[config.mk]
export PLATFORM = sky130hd
export DESIGN_NAME = irq_cpu_port
export DESIGN_NICKNAME = d
export VERILOG_FILES = /design/src/rtl/irq_cpu_pkg.sv /design/src/rtl/irq_cpu_pick.sv /design/src/rtl/irq_cpu_stack.sv /design/src/rtl/irq_cpu_port.sv
export SDC_FILE = /design/constraint.sdc
export NUM_CORES = 1
export LEC_CHECK = 0
export CORE_MARGIN = 1.5
export CORE_UTILIZATION = 45
export CTS_CLUSTER_DIAMETER = 150
export DETAILED_ROUTE_END_ITERATION = 10
export HOLD_SLACK_MARGIN = 0.02
export PLACE_DENSITY = 0.82
export SLEW_MARGIN = 10
export SYNTH_ARGS = -nofsm -noshare
export SYNTH_HDL_FRONTEND = slang
export SYNTH_SLANG_ARGS = --single-unit
[constraint.sdc]
create_clock -name clk -period 99.4 [get_ports clk]
set_input_delay 9.94 -clock clk [delete_from_list [all_inputs] [get_ports clk]]
set_output_delay 9.94 -clock clk [all_outputs]
set_load 0.02 [all_outputs]
[src/rtl/irq_cpu_pkg.sv]
package irq_cpu_pkg;
   localparam int ID_W  = 10;
   localparam int CPU_W = 3;
   localparam logic [ID_W-1:0] ID_NONE = 10'd1023;

   localparam logic [7:0] OFF_CTRL = 8'h00;
   localparam logic [7:0] OFF_MASK = 8'h04;
   localparam logic [7:0] OFF_ACK  = 8'h0C;
   localparam logic [7:0] OFF_EOI  = 8'h10;
   localparam logic [7:0] OFF_RUN  = 8'h14;
   localparam logic [7:0] OFF_PEEK = 8'h18;

   typedef struct packed {
      logic [ID_W-1:0] id;
      logic [7:0]      prio;
   } act_ent_t;
endpackage

[src/rtl/irq_cpu_pick.sv]
module irq_cpu_pick
   import irq_cpu_pkg::*;
#(
   parameter int NSRC      = 32,
   parameter int PRIO_BITS = 4
) (
   input  logic [NSRC-1:0]   cand,
   input  logic [NSRC*8-1:0] prio,
   output logic              found,
   output logic [ID_W-1:0]   best_id,
   output logic [7:0]        best_prio
);
   localparam logic [7:0] KEEP = 8'(8'hFF << (8 - PRIO_BITS));

   logic [7:0] eff [NSRC];

   for (genvar i = 0; i < NSRC; i++) begin : g_eff
      if (PRIO_BITS == 8) begin : g_full
         assign eff[i] = prio[i*8 +: 8];
      end else begin : g_trim
         assign eff[i] = prio[i*8 +: 8] & KEEP;
      end
   end

   // ascending scan with strict compare: lowest number wins a tie
   always_comb begin
      found     = 1'b0;
      best_id   = '0;
      best_prio = 8'hFF;
      for (int i = 0; i < NSRC; i++) begin
         if (cand[i] && (!found || eff[i] < best_prio)) begin
            found     = 1'b1;
            best_id   = ID_W'(i);
            best_prio = eff[i];
         end
      end
   end
endmodule

[src/rtl/irq_cpu_stack.sv]
module irq_cpu_stack
   import irq_cpu_pkg::*;
#(
   parameter int NSRC  = 32,
   parameter int DEPTH = 16,
   localparam int CNT_W = $clog2(DEPTH + 1)
) (
   input  logic             clk,
   input  logic             rst_n,
   input  logic             push,
   input  logic [ID_W-1:0]  push_id,
   input  logic [7:0]       push_prio,
   input  logic             pop,
   output logic [CNT_W-1:0] count,
   output logic             empty,
   output logic             full,
   output logic [ID_W-1:0]  top_id,
   output logic [7:0]       top_prio,
   output logic [NSRC-1:0]  act_mask
);
   act_ent_t ent [DEPTH];

   assign empty = (count == '0);
   assign full  = (count == CNT_W'(DEPTH));

   always_ff @(posedge clk) begin
      if (!rst_n) begin
         count <= '0;
         for (int j = 0; j < DEPTH; j++) ent[j] <= '0;
      end else if (push && !full) begin
         for (int j = 0; j < DEPTH; j++)
            if (count == CNT_W'(j)) ent[j] <= '{id: push_id, prio: push_prio};
         count <= count + 1'b1;
      end else if (pop && !empty) begin
         count <= count - 1'b1;
      end
   end

   always_comb begin
      top_id   = '0;
      top_prio = 8'hFF;
      for (int j = 0; j < DEPTH; j++) begin
         if (count == CNT_W'(j + 1)) begin
            top_id   = ent[j].id;
            top_prio = ent[j].prio;
         end
      end
   end

   always_comb begin
      act_mask = '0;
      for (int j = 0; j < DEPTH; j++)
         for (int i = 0; i < NSRC; i++)
            if (CNT_W'(j) < count && ent[j].id == ID_W'(i)) act_mask[i] = 1'b1;
   end
endmodule

[src/rtl/irq_cpu_port.sv]
module irq_cpu_port
   import irq_cpu_pkg::*;
#(
   parameter int NSRC      = 32,
   parameter int DEPTH     = 16,
   parameter int PRIO_BITS = 4
) (
   input  logic                 clk,
   input  logic                 rst_n,
   input  logic [NSRC-1:0]      src_pend,
   input  logic [NSRC*8-1:0]    src_prio,
   input  logic [NSRC*CPU_W-1:0] src_cpu,
   input  logic                 bus_en,
   input  logic                 bus_we,
   input  logic [7:0]           bus_addr,
   input  logic [31:0]          bus_wdata,
   output logic [31:0]          bus_rdata,
   output logic                 irq_out,
   output logic                 claim_pulse,
   output logic [ID_W-1:0]      claim_id
);
   localparam int CNT_W = $clog2(DEPTH + 1);
   localparam logic [7:0] KEEP = 8'(8'hFF << (8 - PRIO_BITS));

   if (NSRC < 1 || NSRC > 1020) begin : g_bad_nsrc
      $error("NSRC must lie in 1..1020");
   end
   if (DEPTH < 1) begin : g_bad_depth
      $error("DEPTH must be at least 1");
   end
   if (PRIO_BITS < 1 || PRIO_BITS > 8) begin : g_bad_pb
      $error("PRIO_BITS must lie in 1..8");
   end

   logic             ctrl_en;
   logic [7:0]       pmask;
   logic [NSRC-1:0]  act_mask;
   logic [CNT_W-1:0] act_cnt;
   logic             st_empty, st_full;
   logic [ID_W-1:0]  top_id;
   logic [7:0]       top_prio;
   logic             found;
   logic [ID_W-1:0]  best_id;
   logic [7:0]       best_prio;
   logic [CPU_W-1:0] best_cpu;
   logic [7:0]       run_prio;
   logic             qualify, rd_ack, wr_eoi, pop;
   logic [31:0]      ack_word, peek_word;

   irq_cpu_pick #(.NSRC(NSRC), .PRIO_BITS(PRIO_BITS)) u_pick (
      .cand      (src_pend & ~act_mask),
      .prio      (src_prio),
      .found     (found),
      .best_id   (best_id),
      .best_prio (best_prio)
   );

   irq_cpu_stack #(.NSRC(NSRC), .DEPTH(DEPTH)) u_stack (
      .clk       (clk),
      .rst_n     (rst_n),
      .push      (claim_pulse),
      .push_id   (best_id),
      .push_prio (best_prio),
      .pop       (pop),
      .count     (act_cnt),
      .empty     (st_empty),
      .full      (st_full),
      .top_id    (top_id),
      .top_prio  (top_prio),
      .act_mask  (act_mask)
   );

   always_comb begin
      best_cpu = '0;
      for (int i = 0; i < NSRC; i++)
         if (best_id == ID_W'(i)) best_cpu = src_cpu[i*CPU_W +: CPU_W];
   end

   assign run_prio = st_empty ? 8'hFF : top_prio;
   assign qualify  = ctrl_en && found && !st_full &&
                     (best_prio < pmask) && (best_prio < run_prio);

   assign rd_ack = bus_en && !bus_we && (bus_addr == OFF_ACK);
   assign wr_eoi = bus_en && bus_we && (bus_addr == OFF_EOI);
   assign pop    = wr_eoi && !st_empty && (bus_wdata[ID_W-1:0] == top_id);

   assign irq_out     = qualify;
   assign claim_pulse = rd_ack && qualify;
   assign claim_id    = best_id;

   assign peek_word = found ? {19'b0, best_cpu, best_id} : {22'b0, ID_NONE};
   assign ack_word  = qualify ? peek_word : {22'b0, ID_NONE};

   always_ff @(posedge clk) begin
      if (!rst_n) begin
         ctrl_en <= 1'b0;
         pmask   <= 8'h00;
      end else if (bus_en && bus_we) begin
         if (bus_addr == OFF_CTRL) ctrl_en <= bus_wdata[0];
         if (bus_addr == OFF_MASK) pmask   <= bus_wdata[7:0] & KEEP;
      end
   end

   always_comb begin
      unique case (bus_addr)
         OFF_CTRL: bus_rdata = {31'b0, ctrl_en};
         OFF_MASK: bus_rdata = {24'b0, pmask};
         OFF_ACK:  bus_rdata = ack_word;
         OFF_RUN:  bus_rdata = {24'b0, run_prio};
         OFF_PEEK: bus_rdata = peek_word;
         default:  bus_rdata = 32'b0;
      endcase
   end
endmodule

==> results of run 1 <==
[sequential cells by signal, summed over array words and instances, names as in the netlist]
signal and cells:
u_stack.ent 160, u_stack.count 5, ctrl_en 1, pmask 4
[critical path: cells and delay by family]
family	cells	cell delay (ns)
muxes	18	5.16
adders and majority gates	35	8.66
AOI/OAI and AO/OA	112	25.23
buffers and inverters	32	3.37
and+or+nand+nor	71	14.33
[layout make-up]
cell class                      count  area, um2  share of cell area
Sequential cell                   170       5005              0.2030
Timing Repair Buffer              336       3266              0.1324
Clock buffer                       19      432.9             0.01756
Tap cell                          600      750.7             0.03045
Multi-Input combinational cell   2321      14530              0.5891
Inverter                          145      544.3             0.02207
Clock inverter                     13      132.6            0.005379
[metrics by stage]
step | hold slack, ns | instances
6_report | 0.5222 | 3604
5_1_grt | 0.5646 | 3604
4_1_cts | 0.5258 | 3604
3_5_place_dp | 0.5070 | 3572
3_3_place_gp | 0.4998 | 3572
2_1_floorplan | 0.4826 | 2792
[cell families (layout without fill, tap and decap cells)]
family                   Yosys count  after routing  share of synthesized area
multiplexers                      72             72                    0.03772
XOR/XNOR                           5              5                   0.002120
AND/OR/NAND/NOR                 1269           1269                     0.3077
other                              1             34                  0.0001815
AO/OA/AOI/OAI                    862            862                     0.3008
buffers and inverters            301            513                    0.06176
flip-flops                       170            170                     0.2422
adder cells (fa/ha/maj)           79             79                    0.04753
[synth_stat cells (19+ instances only)]
cell / n
mux2_2: 24
mux2i_1: 42
nor4_1: 35
nand2b_1: 80
buf_2: 21
a21o_1: 31
nand3b_1: 23
nor3_1: 85
nand3_1: 124
a22oi_1: 39
nor2b_1: 61
o22ai_1: 91
o221ai_1: 29
o21ai_1: 21
a21oi_1: 129
nor2_1: 343
buf_4: 28
or2_2: 30
edfxtp_1: 160
or3_1: 24
nand2_1: 291
o2111ai_1: 19
nand4_1: 38
and2_1: 27
a211oi_1: 39
a31oi_1: 31
inv_1: 143
and3_1: 32
a221oi_1: 32
o21ai_0: 129
clkbuf_1: 101
ha_1: 76
o211ai_1: 46
[layer usage]
metal  part of all wire  wire (um)  vias up  track usage
li1                   -          -    10960            -
met4              0.060       5776        2       0.2051
met1               0.39      37520    11550       0.4947
met5            0.00012         12        -            0
met3              0.094       9128      306      0.06820
met2               0.46      44410     1560       0.6602
[cell usage in the layout (no fill, tap or decap), types with 16 or more instances in the layout]
cell type        synthesis  routed
o221ai_1                29      29
o21ai_0                129     129
conb_1                   1      34
nor3_1                  85      84
a22oi_1                 39      39
a21oi_1                129     129
a21o_1                  31      31
o31ai_1                 17      17
or3_1                   24      24
nand2b_1                80      80
nand4_1                 38      38
and3_1                  32      32
ha_1                    76      76
inv_1                  143     143
nor2b_1                 61      61
nand2_1                291     291
a211oi_1                39      39
mux2_2                  24      24
a2111oi_0               18      16
or2_2                   30      30
nor2_1                 343     343
nand3_1                124     124
nand3b_1                23      23
mux2i_1                 42      42
clkbuf_16                0      17
and2_1                  27      27
clkdlybuf4s50_1          0     297
o211ai_1                46      46
a221oi_1                32      32
buf_4                   28      39
o22ai_1                 91      91
o21ai_1                 21      21
o2111ai_1               19      19
nor4_1                  35      34
edfxtp_1               160     160
a31oi_1                 31      31
[how the worst max path moves through the flow]
stage | depth (start not counted) | start | slack, ns | end
after floorplan | 285 | src_pend[0] | 32.00 | bus_rdata[10]
after global placement | 267 | src_pend[0] | 24.03 | bus_rdata[10]
after detailed placement | 267 | src_pend[0] | 23.51 | bus_rdata[10]
after CTS | 266 | src_pend[0] | 23.32 | bus_rdata[10]
after global routing | 269 | src_pend[0] | 17.55 | bus_rdata[10]
final | 268 | src_pend[0] | 22.63 | bus_rdata[10]
==> flow_summary_export.csv, run 1 <==
group,metric,value,unit
status,status,"complete, no violations",
logic_synthesis,synthFlopType,"edfxtp_1",
cells_and_area,drive_gt1_frac,0.06059,
timing,fin_crit_sh,0.7724,
global_routing,grt_pass1_wl,141.9,mm
timing,worst_slack,22.63,ns
timing,min_period,76.77,ns
logic_synthesis,synth_edf_count,160,
clock_tree,holdBufCountCts,0,
critical_path,crit_arrival,66.83,ns
drt,drtIter0Drc,3361,
critical_path,r2r_start,"u_stack.count[1]$_SDFFE_PN0P_",
timing,slew_violations,0,
floorplanning,dieArea,47220,um2
critical_path,crit_path_end_kind,"output port",
drt,drc,0,
clock_tree,cts_buffers,17,
logic_synthesis,yosys_warnings,0,
placed_design,pre_cts_ws,23.51,ns
logic_synthesis,yosysTopAreaCellShare,0.2325,
timing,finalHoldViolCount,0,
placed_design,placed_cell_area,24090,um2
placed_design,gp_congestion,1.073,
logic_synthesis,yosys_register_bits,170,
floorplanning,start_util,0.4554,
clock_tree,cts.repair.resized,0,
placed_design,hpwlAfterDp,76.94,mm
logic_synthesis,synthTopCellsByArea,"edfxtp_1 (23%), nor2_1 (6.2%), nand2_1 (5.3%)",
logic_synthesis,syn_area,20660,um2
logic_synthesis,seq_area_frac_synth,0.2422,
drt,ant_nets,0,
floorplanning,io_pins,472,
hold_path,holdCritStartpoint,"pmask[6]$_SDFFE_PN0P_",
critical_path,start_kind,"input pin",
drt,wire_per_inst,26.87,um
global_routing,grt_max_degree,40,
cells_and_area,finalNetCount,3495,
timing,max_freq,13.03,MHz
critical_path,ff2ff_setup_slack,40.42,ns
timing,worstMarginPinSlew,1.259,ns
cells_and_area,final_core_util,0.5433,
timing,skew,0.01114,ns
timing,tns,0,ns
global_routing,grt_usage,0.3977,
clock_tree,h-tree-depth,4,
cells_and_area,fin_area,24660,um2
hold_path,hold_class,"reg -> reg",
global_routing,grt-ovfl-total,0,
clock_tree,cts_setup_buffers,0,
critical_path,reg2reg_to,"u_stack.ent[0][82]$_SDFFCE_PN0P_",
hold_path,holdPathEnd,"pmask[6]$_SDFFE_PN0P_",
cells_and_area,fill_cells,4377,
clock_tree,cts_tree,"built",
logic_synthesis,async_reset_ff_frac,0,
clock_tree,worstSkewPairLatency,0.44,ns
critical_path,slowest_delay,0.68,ns
timing,relSlewSlack,0.1533,
clock_tree,cts_buffer_depth,2,
cells_and_area,area_growth,19.32,%
logic_synthesis,yosysTopAreaCell,"edfxtp_1",
global_routing,grt_pass1_vias,22930,
critical_path,r2r_cells,269,
drt,wl,96.85,mm
critical_path,worst-setup-path-type,"in -> out",
drt,vias,24380,
clock_tree,root_buffer,"clkbuf_16",
floorplanning,coreArea,45380,um2
floorplanning,die_x,217.3,um
clock_tree,cts.clk_slew.worst_paths,0.07,ns
critical_path,crit_top_cell,"ha_1",
critical_path,required,89.46,ns
job,cap_violations,0,
floorplanning,rows,78,
timing,grt_setup_unrepaired,"false",
drt,first_pass_iters,6,
timing,setup_violations,0,
drt,viasPerCell,6.764,
logic_synthesis,syn_inst,2759,
critical_path,cp_slowest_cell,"or2_1",
cells_and_area,n_antenna_cell,0,
logic_synthesis,synth_cell_types,128,
logic_synthesis,syn_area_per_cell,7.490,um2
placed_design,portBuffers,297,
critical_path,crit_fanout,23,
clock_tree,clock_sinks,170,
hold_path,worst_hold_path.num_cells,2,
global_routing,antenna_found_initial,2,
floorplanning,dieHeight,217.3,um
Power of run 1 is not shown: default switching activity piles up to over one toggle a cycle in this logic, so the estimate is an artifact.
==> inputs of run 2 (changes only) <==
- clock period: 99.4 -> 78.9 ns (I/O delays scaled with it)
==> run 2 against run 1 <==
Effect of this change:
- register-to-register slack got worse by 21 ns
- via count decreased by 0.46%
- critical endpoint is now bus_rdata[11]
- routed wire length decreased by 3.0%
- non-clock buffer count decreased by 3
- largest cell class unchanged
- clock skew decreased by 0.0011 ns
- setup slack got worse by 16 ns
- count of clock-buffer cells in the layout decreased by 2
- utilization about the same
- hold slack got worse by 0.028 ns
- cell count decreased by 0.11%
==> flow_summary_export.csv, run 2 (synthesis results as in run 1) <==
group,metric,value,unit
status,status,"complete, no violations",
cells_and_area,n_antenna_cell,0,
timing,setup_violations,0,
critical_path,crit_arrival,64.84,ns
critical_path,crit_top_cell,"ha_1",
clock_tree,clock_sinks,170,
floorplanning,start_util,0.4554,
clock_tree,root_buffer,"clkbuf_16",
critical_path,crit_fanout,23,
cells_and_area,largest_reg_flops,160,
timing,slew_violations,0,
timing,fin_worst_hold_slack,0.4940,ns
clock_tree,cts.clk_slew.worst_paths,0.06,ns
global_routing,antenna_found_initial,0,
critical_path,crit_path_end_kind,"output port",
placed_design,hpwlAfterDp,74.64,mm
cells_and_area,fin_area,24670,um2
clock_tree,cts_tree,"built",
cells_and_area,top_register,"u_stack.ent",
placed_design,portBuffers,297,
timing,relSlewSlack,0.1282,
cells_and_area,area_growth,19.36,%
floorplanning,coreArea,45380,um2
drt,wl,93.90,mm
timing,tns,0,ns
floorplanning,rows,78,
timing,min_period,72.73,ns
critical_path,slowest_delay,0.91,ns
clock_tree,h-tree-depth,4,
global_routing,grt_max_degree,40,
critical_path,worst-setup-path-type,"in -> out",
timing,worstMarginPinSlew,1.290,ns
drt,viasPerCell,6.740,
cells_and_area,drive_gt1_frac,0.05967,
job,cap_violations,0,
placed_design,placed_cell_area,24070,um2
timing,grt_setup_unrepaired,"false",
timing,fin_crit_sh,0.9218,
global_routing,grt_pass1_wl,138.2,mm
clock_tree,cts_setup_buffers,0,
clock_tree,worstSkewPairLatency,0.43,ns
clock_tree,cts_buffers,17,
cells_and_area,fill_cells,4292,
drt,first_pass_iters,8,
placed_design,gp_congestion,1.099,
timing,max_freq,13.75,MHz
cells_and_area,finalNetCount,3492,
clock_tree,cts_buffer_depth,2,
timing,finalHoldViolCount,0,
drt,ant_nets,0,
critical_path,start_kind,"input pin",
drt,vias,24270,
critical_path,required,71.01,ns
floorplanning,io_pins,472,
global_routing,grt_pass1_vias,22810,
global_routing,grt-ovfl-total,0,
clock_tree,holdBufCountCts,0,
drt,drtIter0Drc,3506,
drt,wire_per_inst,26.08,um
critical_path,cp_slowest_cell,"nor2_1",
drt,drc,0,
floorplanning,dieArea,47220,um2
cells_and_area,final_common_cell,"nor2_1",
floorplanning,dieHeight,217.3,um
floorplanning,die_x,217.3,um
global_routing,grt_usage,0.3842,
clock_tree,cts.repair.resized,0,
cells_and_area,most-common-layout-cells,"nor2_1 (343), clkdlybuf4s50_1 (297), nand2_1 (291)",
hold_path,hold_class,"reg -> reg",
timing,skew,0.01004,ns
cells_and_area,reg_top3,"u_stack.ent (160), u_stack.count (5), pmask (4)",
run 2: layer usage:
| metal | wire, um | GRT usage | part of all wire | vias up |
|---|---|---|---|---|
| met4 | 6073 | 0.2174 | 0.065 | 0 |
| met3 | 9238 | 0.07044 | 0.098 | 325 |
| met1 | 36670 | 0.4882 | 0.39 | 11380 |
| met5 | 0 | 0 | 0 | - |
| li1 | - | - | - | 10950 |
| met2 | 41920 | 0.6127 | 0.45 | 1605 |
run 2: cell type report:
| type | instances | area [um2] | area share |
|---|---|---|---|
| Multi-Input combinational cell | 2321 | 14530 | 0.5889 |
| Sequential cell | 170 | 5005 | 0.2029 |
| Timing Repair Buffer | 333 | 3243 | 0.1315 |
| Tap cell | 600 | 750.7 | 0.03044 |
| Inverter | 145 | 544.3 | 0.02207 |
| Clock buffer | 17 | 425.4 | 0.01725 |
| Clock inverter | 14 | 171.4 | 0.006949 |
run 2: final timing paths:
check | cells past startpoint | slack [ns] | startpoint | end
max | 265 | 6.17 | src_pend[0] | bus_rdata[11]
min | 2 | 0.49 | u_stack.count[4]$_SDFFE_PN0P_ | u_stack.count[4]$_SDFFE_PN0P_
max reg2reg | 268 | 19.64 | u_stack.count[0]$_SDFFE_PN0P_ | u_stack.ent[1][24]$_SDFFCE_PN0P_
min reg2reg | 2 | 0.49 | u_stack.count[4]$_SDFFE_PN0P_ | u_stack.count[4]$_SDFFE_PN0P_
run 2: worst max-delay path, delay by kind of cell:
| family | cells | cell delay, ns |
|---|---|---|
| AOI/OAI and AO/OA | 112 | 26.03 |
| adders and majority gates | 34 | 8.32 |
| and+or+nand+nor | 70 | 14.33 |
| muxes | 18 | 5.12 |
| buffers and inverters | 31 | 3.08 |
run 2: stage by stage:
stage                 util  instances  setup slack [ns]
finish              0.5435       3600             6.171
global route        0.5435       3600             1.340
CTS                 0.5435       3600             6.804
detailed placement  0.5304       3569             7.047
global placement    0.5304       3569             7.704
floorplan                -       2792             15.60
Power of run 2 is left out for the same reason.
